[config.mk]
export PLATFORM = sky130hd
export DESIGN_NAME = puf_auth_verifier
export DESIGN_NICKNAME = d
export VERILOG_FILES = /design/src/rtl/puf_auth_pkg.sv /design/src/rtl/chal_lfsr.sv /design/src/rtl/hd_counter.sv /design/src/rtl/puf_auth_verifier.sv
export SDC_FILE = /design/constraint.sdc
export NUM_CORES = 1
export LEC_CHECK = 0
export CORE_ASPECT_RATIO = 1.4
export CORE_MARGIN = 4
export CORE_UTILIZATION = 30
export CTS_CLUSTER_SIZE = 12
export DETAILED_ROUTE_END_ITERATION = 6
export GPL_TIMING_DRIVEN = 1
export MAX_ROUTING_LAYER = met4
export SLEW_MARGIN = 40
export SYNTH_ARGS = -nofsm -noshare
export SYNTH_HDL_FRONTEND = slang
export SYNTH_SLANG_ARGS = --single-unit
[constraint.sdc]
create_clock -name clk -period 2 [get_ports clk]
set_input_delay 0.6 -clock clk [delete_from_list [all_inputs] [get_ports clk]]
set_output_delay 0.6 -clock clk [all_outputs]
set_load 0.01 [all_outputs]
[src/rtl/puf_auth_pkg.sv]
package puf_auth_pkg;

    localparam int CHAL_W = 32;

    // taps for x^32 + x^31 + x^30 + x^10 + 1 : state bits 31, 30, 29, 9
    localparam logic [CHAL_W-1:0] TAP_MASK = 32'hE000_0200;

    typedef enum logic [2:0] {
        ST_IDLE,
        ST_ISSUE,
        ST_WAIT,
        ST_CHECK,
        ST_FINISH
    } vstate_t;

    function automatic logic [CHAL_W-1:0] lfsr_step(input logic [CHAL_W-1:0] s);
        return {s[CHAL_W-2:0], ^(s & TAP_MASK)};
    endfunction

endpackage

[src/rtl/chal_lfsr.sv]
module chal_lfsr
    import puf_auth_pkg::*;
#(
    parameter logic [CHAL_W-1:0] DEFAULT_SEED = 32'h0000_0001
) (
    input  logic              clk,
    input  logic              rst_n,
    input  logic              load,
    input  logic [CHAL_W-1:0] load_val,
    input  logic              step,
    output logic [CHAL_W-1:0] state
);

    logic [CHAL_W-1:0] seed_fixed;

    always_comb begin
        seed_fixed = (load_val == '0) ? DEFAULT_SEED : load_val;
    end

    always_ff @(posedge clk or negedge rst_n) begin
        if (!rst_n) begin
            state <= DEFAULT_SEED;
        end else if (load) begin
            state <= seed_fixed;
        end else if (step) begin
            state <= lfsr_step(state);
        end
    end

    // the register never reaches the lock-up value
    a_r3_never_zero: assert property (@(posedge clk) disable iff (!rst_n)
        state != '0);

    // without load or step the state holds
    a_r10_hold: assert property (@(posedge clk) disable iff (!rst_n)
        (!load && !step) |=> state == $past(state));

    // a step applies the feedback polynomial
    a_r2_step: assert property (@(posedge clk) disable iff (!rst_n)
        (!load && step) |=> state == lfsr_step($past(state)));

endmodule

[src/rtl/hd_counter.sv]
module hd_counter #(
    parameter int CW = 7
) (
    input  logic          clk,
    input  logic          rst_n,
    input  logic          clr,
    input  logic          inc,
    output logic [CW-1:0] count
);

    always_ff @(posedge clk or negedge rst_n) begin
        if (!rst_n) begin
            count <= '0;
        end else if (clr) begin
            count <= '0;
        end else if (inc) begin
            count <= count + 1'b1;
        end
    end

    // the distance moves by at most one per cycle outside a clear
    a_r7_unit_step: assert property (@(posedge clk) disable iff (!rst_n)
        !clr |=> (count == $past(count) || count == $past(count) + 1'b1));

endmodule

[src/rtl/puf_auth_verifier.sv]
module puf_auth_verifier
    import puf_auth_pkg::*;
#(
    parameter int                N            = 64,
    parameter int                EPS          = 6,
    parameter logic [CHAL_W-1:0] DEFAULT_SEED = 32'h0000_0001,
    localparam int               CW           = $clog2(N + 1)
) (
    input  logic              clk,
    input  logic              rst_n,
    input  logic              start,
    input  logic              seed_load,
    input  logic [CHAL_W-1:0] seed_value,
    input  logic              prover_resp,
    input  logic              prover_valid,
    input  logic              model_resp,
    input  logic              model_valid,
    output logic [CHAL_W-1:0] challenge,
    output logic              challenge_valid,
    output logic              done,
    output logic              accept,
    output logic              reject,
    output logic [CW-1:0]     hamming_dist
);

    localparam logic [31:0]   EPS_V = 32'(EPS);
    localparam logic [CW-1:0] N_V   = CW'(N);

    vstate_t       state_q, state_d;
    logic [CW-1:0] idx_q;
    logic          p_got_q, m_got_q, p_bit_q, m_bit_q;
    logic          accept_q, reject_q;

    logic          both_ready, p_now, m_now, compare_fire, mismatch;
    logic          exceed, last_done, sess_clr, lfsr_load;

    // ---------------- datapath pieces ----------------
    assign sess_clr  = (state_q == ST_IDLE) && start;
    assign lfsr_load = (state_q == ST_IDLE) && seed_load;

    always_comb begin
        p_now        = p_got_q ? p_bit_q : prover_resp;
        m_now        = m_got_q ? m_bit_q : model_resp;
        both_ready   = (p_got_q || prover_valid) && (m_got_q || model_valid);
        compare_fire = (state_q == ST_WAIT) && both_ready;
        mismatch     = p_now ^ m_now;
        exceed       = 32'(hamming_dist) > EPS_V;
        last_done    = idx_q == N_V;
    end

    chal_lfsr #(.DEFAULT_SEED(DEFAULT_SEED)) u_lfsr (
        .clk      (clk),
        .rst_n    (rst_n),
        .load     (lfsr_load),
        .load_val (seed_value),
        .step     (compare_fire),
        .state    (challenge)
    );

    hd_counter #(.CW(CW)) u_hd (
        .clk   (clk),
        .rst_n (rst_n),
        .clr   (sess_clr),
        .inc   (compare_fire && mismatch),
        .count (hamming_dist)
    );

    // ---------------- state register ----------------
    always_ff @(posedge clk or negedge rst_n) begin
        if (!rst_n) begin
            state_q <= ST_IDLE;
        end else begin
            state_q <= state_d;
        end
    end

    always_comb begin
        state_d = state_q;
        unique case (state_q)
            ST_IDLE:   if (start) state_d = ST_ISSUE;
            ST_ISSUE:  state_d = ST_WAIT;
            ST_WAIT:   if (both_ready) state_d = ST_CHECK;
            ST_CHECK:  state_d = (exceed || last_done) ? ST_FINISH : ST_ISSUE;
            ST_FINISH: state_d = ST_IDLE;
            default:   state_d = ST_IDLE;
        endcase
    end

    // ---------------- per-session registers ----------------
    always_ff @(posedge clk or negedge rst_n) begin
        if (!rst_n) begin
            idx_q    <= '0;
            p_got_q  <= 1'b0;
            m_got_q  <= 1'b0;
            p_bit_q  <= 1'b0;
            m_bit_q  <= 1'b0;
            accept_q <= 1'b0;
            reject_q <= 1'b0;
        end else begin
            if (sess_clr) begin
                idx_q    <= '0;
                accept_q <= 1'b0;
                reject_q <= 1'b0;
            end
            if (state_q == ST_ISSUE) begin
                p_got_q <= 1'b0;
                m_got_q <= 1'b0;
            end
            if (state_q == ST_WAIT) begin
                if (prover_valid && !p_got_q) begin
                    p_got_q <= 1'b1;
                    p_bit_q <= prover_resp;
                end
                if (model_valid && !m_got_q) begin
                    m_got_q <= 1'b1;
                    m_bit_q <= model_resp;
                end
            end
            if (compare_fire) begin
                idx_q <= idx_q + 1'b1;
            end
            if (state_q == ST_CHECK && (exceed || last_done)) begin
                accept_q <= !exceed;
                reject_q <= exceed;
            end
        end
    end

    // ---------------- outputs ----------------
    always_comb begin
        challenge_valid = 1'b0;
        done            = 1'b0;
        unique case (state_q)
            ST_ISSUE:  challenge_valid = 1'b1;
            ST_FINISH: done            = 1'b1;
            default:   ;
        endcase
        accept = accept_q;
        reject = reject_q;
    end

    // ---------------- assertions ----------------
    a_r5_cv_pulse: assert property (@(posedge clk) disable iff (!rst_n)
        challenge_valid |=> !challenge_valid);

    a_r9_done_pulse: assert property (@(posedge clk) disable iff (!rst_n)
        done |=> !done);

    a_r9_one_flag: assert property (@(posedge clk) disable iff (!rst_n)
        done |-> (accept ^ reject));

    a_r8_no_issue_past_eps: assert property (@(posedge clk) disable iff (!rst_n)
        (32'(hamming_dist) > EPS_V) |-> !challenge_valid);

    a_r9_flags_held: assert property (@(posedge clk) disable iff (!rst_n)
        (!done && !(state_q == ST_IDLE && start)) |=> $stable({accept, reject}) || done);

    a_r6_wait_until_both: assert property (@(posedge clk) disable iff (!rst_n)
        (state_q == ST_WAIT && !both_ready) |=> $stable(challenge));

endmodule

Word level (Yosys, flattened, before mapping)

Cells that the tools add are included.

Register bits: 55
Input port bits: 40
Output and inout port bits: 43
Logic and storage cells: 69

$add $sub $neg: 2
Magnitude comparators: 1
Equality and inequality tests: 7
Multiplexer cells: 24
Bitwise operators: 1
Reduce and logical (&&, ||, !) cells: 24

Operators with widths:

| operator                                             | number |
|---|---|
| two-way mux 32 bit                                   | 3 |
| zero test 32 bit                                     | 1 |
| parity 32 bit                                        | 1 |
| two-way mux 7 bit                                    | 4 |
| adder 7 x 1 -> 7 bit (second input constant)         | 2 |
| two-way mux 1 bit                                    | 13 |
| case mux 3 bit (4 select lines)                      | 1 |
| two-way mux 3 bit                                    | 3 |
| logical AND 1 bit                                    | 8 |
| nonzero test 2 bit                                   | 4 |
| equality test 7 bit (second input constant)          | 1 |
| > comparator 7 x 3 -> 1 bit (second input constant)  | 1 |
| equality test 3 x 2 -> 1 bit (second input constant) | 2 |
| AND reduction 2 bit                                  | 3 |
| != test 2 bit (second input constant)                | 2 |
| equality test 3 x 1 -> 1 bit (second input constant) | 1 |
| equality test 3 bit (second input constant)          | 1 |
| zero test 1 bit                                      | 3 |
| zero test 3 bit                                      | 1 |
| logical OR 1 bit                                     | 3 |
| XOR 1 bit                                            | 1 |

Longest topological paths before layout

Word-level depth: 6
Gate-level depth with buffers: 7
Gate-level depth less buffers: 6

By module

Synthesis repeated with hierarchy kept, for this count alone.

Cells, all modules: 269
Area, all modules: 2816.5 um^2

Modules (own cells, without submodules):

| module            | instances | cells each | area each (um^2) | sequential area each (um^2) |
|---|---|---|---|---|
| chal_lfsr         | 1         | 154        | 1595.3           | 802.0 |
| puf_auth_verifier | 1         | 86         | 913.4            | 400.4 |
| hd_counter        | 1         | 29         | 307.8            | 175.2 |

Worst setup path after synthesis

Ideal clock, no wire load.

Kind: input to register
Start: input port seed_load
End: register u_lfsr.state[20]
Setup time: 126 ps
Arrival: 1617 ps
Data required time: 1874 ps
Path slack: 257 ps
Stages on the path: 5
Path buffers: 2
Path through: or4b_1 > buf_2 > o21ai_4 > buf_4 > a21oi_1

Longest elaborated chain between the ends: 2
Elaborated cells on any way between the ends: 3
Those cells by class: 1 x mux; 2 x reduce/logical

Ends and longest elaborated chain:

| element                                                  | RTL line                | text |
|---|---|---|
| start: declaration                                       | puf_auth_verifier.sv:12 | `input logic seed_load,` |
| logical AND 1 bit (*)                                    | puf_auth_verifier.sv:39 | `assign lfsr_load = (state_q == ST_IDLE) && seed_load;` |
| two-way mux 32 bit or nonzero test 2 bit (tied branches) | --                      |  |
| end signal: assignment                                   | chal_lfsr.sv:24         | `state <= seed_fixed;` |
| end signal: assignment                                   | chal_lfsr.sv:26         | `state <= lfsr_step(state);` |
| end: declaration                                         | chal_lfsr.sv:11         | `output logic [CHAL_W-1:0] state` |

Every way passes the cells marked *; elsewhere a longest branch is shown, timed or not.
A chain may end at the register's enable or synchronous reset.

Final worst setup path

Start: register state_q[2]
End: output port challenge_valid

Longest elaborated chain between the ends: 2

Ends and longest elaborated chain:

| element                      | RTL line                 | text |
|---|---|---|
| start: declaration           | puf_auth_verifier.sv:29  | `vstate_t state_q, state_d;` |
| start signal: assignment     | puf_auth_verifier.sv:73  | `state_q <= state_d;` |
| equality test 3 x 1 -> 1 bit | puf_auth_verifier.sv:133 | `unique case (state_q)` |
| two-way mux 1 bit            | puf_auth_verifier.sv:133 |  |
| end: declaration             | puf_auth_verifier.sv:19  | `output logic challenge_valid,` |

No other way between the ends.

==> results.md <==
| Stage | Parameter | This run |
|:---|:---|:---|
| clock tree | TritonCTS clock tree | done |
| synth | Synth top area cells | sky130_fd_sc_hd__dfrtp_1, sky130_fd_sc_hd__mux2i_1, sky130_fd_sc_hd__a21oi_2 |
| cells and area | Area of all sequential standard cells | 1379 µm² |
| timing | Post-route fraction of the period consumed by the critical path | 97.17% |
| pwr | Standby leakage power | 0.001984 µW |
| clock tree | Clock-pin slew of the registers on the worst-case setup and hold paths | 0.07 ns |
| worst setup path | Worst reg2reg path startpoint | state_q[2]$_DFFE_PN0P_ |
| synth | Count leader, synth | sky130_fd_sc_hd__dfrtp_1 |
| cells and area | Multi-input logic area | 1463 µm² |
| worst setup path | Req. time, crit path | 1.40 ns |
| placement | Number of buffers inserted by port buffering | 82 |
| placement | Placer congestion estimate | 0.8097 |
| drt | Sum of routed wire segments on met1 | 3400 µm |
| drt | Topmost layer with routed signal wires | met4 |
| drt | Remaining number of nets flagged by the antenna check after routing | 0 |
| timing | Peak Freq | 514.5 MHz |
| pwr | Power per standard cell area | 1409 nW/µm² |
| worst setup path | Critical path class | flip-flop to primary output |
| clock tree | CTS sink cnt | 55 |
| placement | Worst slack after detailed placement | -0.4571 ns |
| timing | Maximum clock skew at final layout | 0.008672 ns |
| drt | Met3 Wirelength | 382 µm |
| synth | Share of the synthesized area in the top cell type | 45.98% |
| cells and area | Antenna fix cells | 0 |
| floorplan | Die Area | 11470 µm² |
| synth | Count of different cell masters after synthesis | 48 |
| cells and area | Post-synthesis to final-layout area growth | 51.34% |
| floorplan | Std cell rows | 42 |
| drt | Total via count in the routed design | 2526 |
| floorplan | Effective utilization at floorplan | 30.90% |
| grt | Number of antenna violations at the first check in global routing | 0 |
| worst setup path | Reg-to-reg critical path endpoint | u_hd.count[3]$_DFFE_PN0P_ |
| grt | Maximum number of pins on one net before global-route repair | 33 |
| timing | Setup-failing EPs final | 0 |
| worst setup path | Crit. End Element | primary output |
| synth | Synthesized area | 2939 µm² |
| min path | Worst hold path class | input pin to async pin |
| grt | Overflow left after global routing | 0 |
| floorplan | Core ar. | 9512 µm² |
| clock tree | Hold-fix buffer count after cts | 0 |
| synth | Primary FF master, synth | sky130_fd_sc_hd__dfrtp_1 |
| clock tree | Clock buffer depth | 2 |
| floorplan | Die extent in y | 125.1 µm |
| synth | Most frequent cells after synthesis | sky130_fd_sc_hd__dfrtp_1, sky130_fd_sc_hd__nor2_1, sky130_fd_sc_hd__mux2i_1 |
| synth | Most area-hungry cell type in the Yosys netlist | sky130_fd_sc_hd__dfrtp_1 |
| drt | DRT iter0 DRCs | 76 |
| grt | Wire length of the first global-routing pass | 12940 µm |
| worst setup path | WP data arrival | 1.34 ns |
| run status | Outcome | finished, final reports clean |
| run | Max cap viols | 0 |
| clock tree | Max H-tree Level | 2 |
| placement | HPWL reported at the end of detailed placement | 6120 µm |
| synth | Total of flip-flops plus latches after synthesis | 55 |
| clock tree | Clk_lat worst skew | 0.29 ns |
| grt | All-layer global routing usage | 14.15% |
| clock tree | Root buffer cell | sky130_fd_sc_hd__clkbuf_16 |
| synth | Async S/R FF share, synth | 100.0% |
| timing | Slew at the pin closest to its max-slew limit | 0.5036 ns |
| timing | Relative slew margins | 66.12% |
| timing | Fin. max-slew vios | 0 |
| drt | Count of TritonRoute iterations in the first routing pass | 4 |
| cells and area | Total number of nets in the final design | 443 |
| clock tree | Number of CTS-inserted buffers | 5 |
| worst setup path | Startpoint kind of the worst setup timing path | flip-flop |
| worst setup path | Highest net fanout along the worst path | 2 |
| timing | Final worst setup slack | 0.05652 ns |
| drt | Via/cell ratio | 4.748 |
| pwr | VDD IR-drop max | 571.5 µV |
| synth | Mapped Nets | 329 |
| synth | Register area share after synthesis | 46.87% |
| floorplan | Number of top-level pins | 83 |
| drt | Routed wirelength normalized by instance count | 14.97 µm |
| drt | Remaining design rule violation count | 0 |
| drt | Routed length on met2 | 4096 µm |
| timing | Clock period minus worst slack | 1.943 ns |
| timing | Final Hold Fails | 0 |
| synth | Number of warnings issued by yosys | 0 |
| pwr | Total power after layout | 6269 µW |
| worst setup path | Setup slack of the most critical reg-to-reg path | 0.10 ns |
| worst setup path | Cell depth of the worst flop-to-flop path | 5 |
| cells and area | Share of final-layout standard cells stronger than drive strength 1 | 21.75% |
| drt | Total detailed-routing wirelength | 7964 µm |
| synth | Number of enable-type register cells in the synthesized netlist | 0 |
| synth | Syn Area/Cell | 10.31 µm² |
| synth | Cell count after synthesis | 285 |
| grt | Vias in the first global route | 2672 |
| cells and area | Filler Cell Count | 911 |
| floorplan | Die Width | 91.65 µm |
==> worst max path at each step <==
| stage | cells past startpoint | slack (ns) | start | end |
|---|---|---|---|---|
| after floorplan | 5 | 0.26 | seed_load | u_lfsr.state[20]$_DFFE_PN0P_ |
| after global placement | 5 | -0.44 | seed_load | u_lfsr.state[4]$_DFFE_PN0P_ |
| after detailed placement | 6 | -0.46 | seed_load | u_lfsr.state[30]$_DFFE_PN0P_ |
| after CTS | 1 | 0.01 | u_lfsr.state[0]$_DFFE_PN1P_ | challenge[0] |
| after global routing | 5 | -0.005 | state_q[2]$_DFFE_PN0P_ | idx_q[6]$_DFFE_PN0P_ |
| final | 3 | 0.06 | state_q[2]$_DFFE_PN0P_ | challenge_valid |
==> area by class of cell <==
| type | count | area share (%) |
|---|---|---|
| repair buffers | 122 | 27.65 |
| inverters | 6 | 0.5063 |
| flip-flops and latches | 55 | 31.00 |
| clock buffers | 6 | 2.897 |
| well taps | 132 | 3.713 |
| multi-input cells | 209 | 32.88 |
| clock inverters | 2 | 1.350 |
==> per-layer routing <==
layer,track usage (%),vias up
li1,-,1249
met1,17.02,1202
met2,24.11,69
met3,2.644,6
met4,3.908,0
met5,-,-
==> repair_timing <==
item	in CTS	in global routing
setup buffers	1	1
resized for setup	7	12
endpoints found under the setup margin	34	17
gates cloned	0	2
pin swaps	0	0
==> cells in the final DEF (no fill, tap or decap), types with 3 or more instances in the layout <==
cell and n:
sky130_fd_sc_hd__buf_4 32, sky130_fd_sc_hd__a21oi_2 19, sky130_fd_sc_hd__o21ai_0 5, sky130_fd_sc_hd__a21oi_1 17
sky130_fd_sc_hd__a31oi_1 3, sky130_fd_sc_hd__xnor2_1 3, sky130_fd_sc_hd__inv_1 6, sky130_fd_sc_hd__clkbuf_16 7
sky130_fd_sc_hd__buf_12 4, sky130_fd_sc_hd__ha_1 4, sky130_fd_sc_hd__mux2i_2 3, sky130_fd_sc_hd__nor4_1 9
sky130_fd_sc_hd__nand3_1 5, sky130_fd_sc_hd__mux2i_1 32, sky130_fd_sc_hd__and3_1 3, sky130_fd_sc_hd__clkdlybuf4s50_1 77
sky130_fd_sc_hd__nand2_1 24, sky130_fd_sc_hd__nand4_1 3, sky130_fd_sc_hd__dfrtp_1 53, sky130_fd_sc_hd__nor2_1 40
==> sequential cells by signal, summed over array words and instances (netlist names) <==
register and cells:
m_bit_q 1, idx_q 7, p_bit_q 1, p_got_q 1
reject 1, u_lfsr.state 32, m_got_q 1, state_q 3
accept 1, u_hd.count 7
==> power breakdown <==
| part | switching [µW] | internal, µW |
|---|---|---|
| logic | 1490 | 1780 |
| registers | 367 | 1520 |
| clock network | 385 | 718 |
==> kinds of logic (layout without fill, tap and decap cells) <==
family | count (synthesis) | in the layout | synth area share (%)
buf+inv | 21 | 136 | 4.810
mux | 38 | 38 | 13.03
fa+ha+maj | 4 | 4 | 1.703
compound gates | 60 | 60 | 15.07
flops | 55 | 55 | 46.87
xor+xnor | 5 | 5 | 1.490
simple gates | 102 | 102 | 17.03
==> per-stage QoR <==
| stage | util (%) | setup TNS (ns) | hold slack, ns | instances | cell area [µm²] |
|---|---|---|---|---|---|
| after floorplan | - | 0 | 0.3044 | 285 | 2939 |
| after global placement | 43.33 | -15.77 | 0.4411 | 520 | 4121 |
| after detailed placement | 43.33 | -16.27 | 0.4348 | 520 | 4121 |
| after CTS | 45.51 | 0 | 0.1258 | 529 | 4329 |
| after global routing | 46.76 | -0.005498 | 0.1293 | 532 | 4448 |
| final | 46.76 | 0 | 0.1318 | 532 | 4448 |
==> critical path: stages (launching register included) <==
cell                              delay (ns)
sky130_fd_sc_hd__dfrtp_1                0.38
sky130_fd_sc_hd__or3b_4                 0.40
sky130_fd_sc_hd__inv_1                  0.06
sky130_fd_sc_hd__clkdlybuf4s15_2        0.21
No activity file was read; power rests on OpenSTA's default activity.
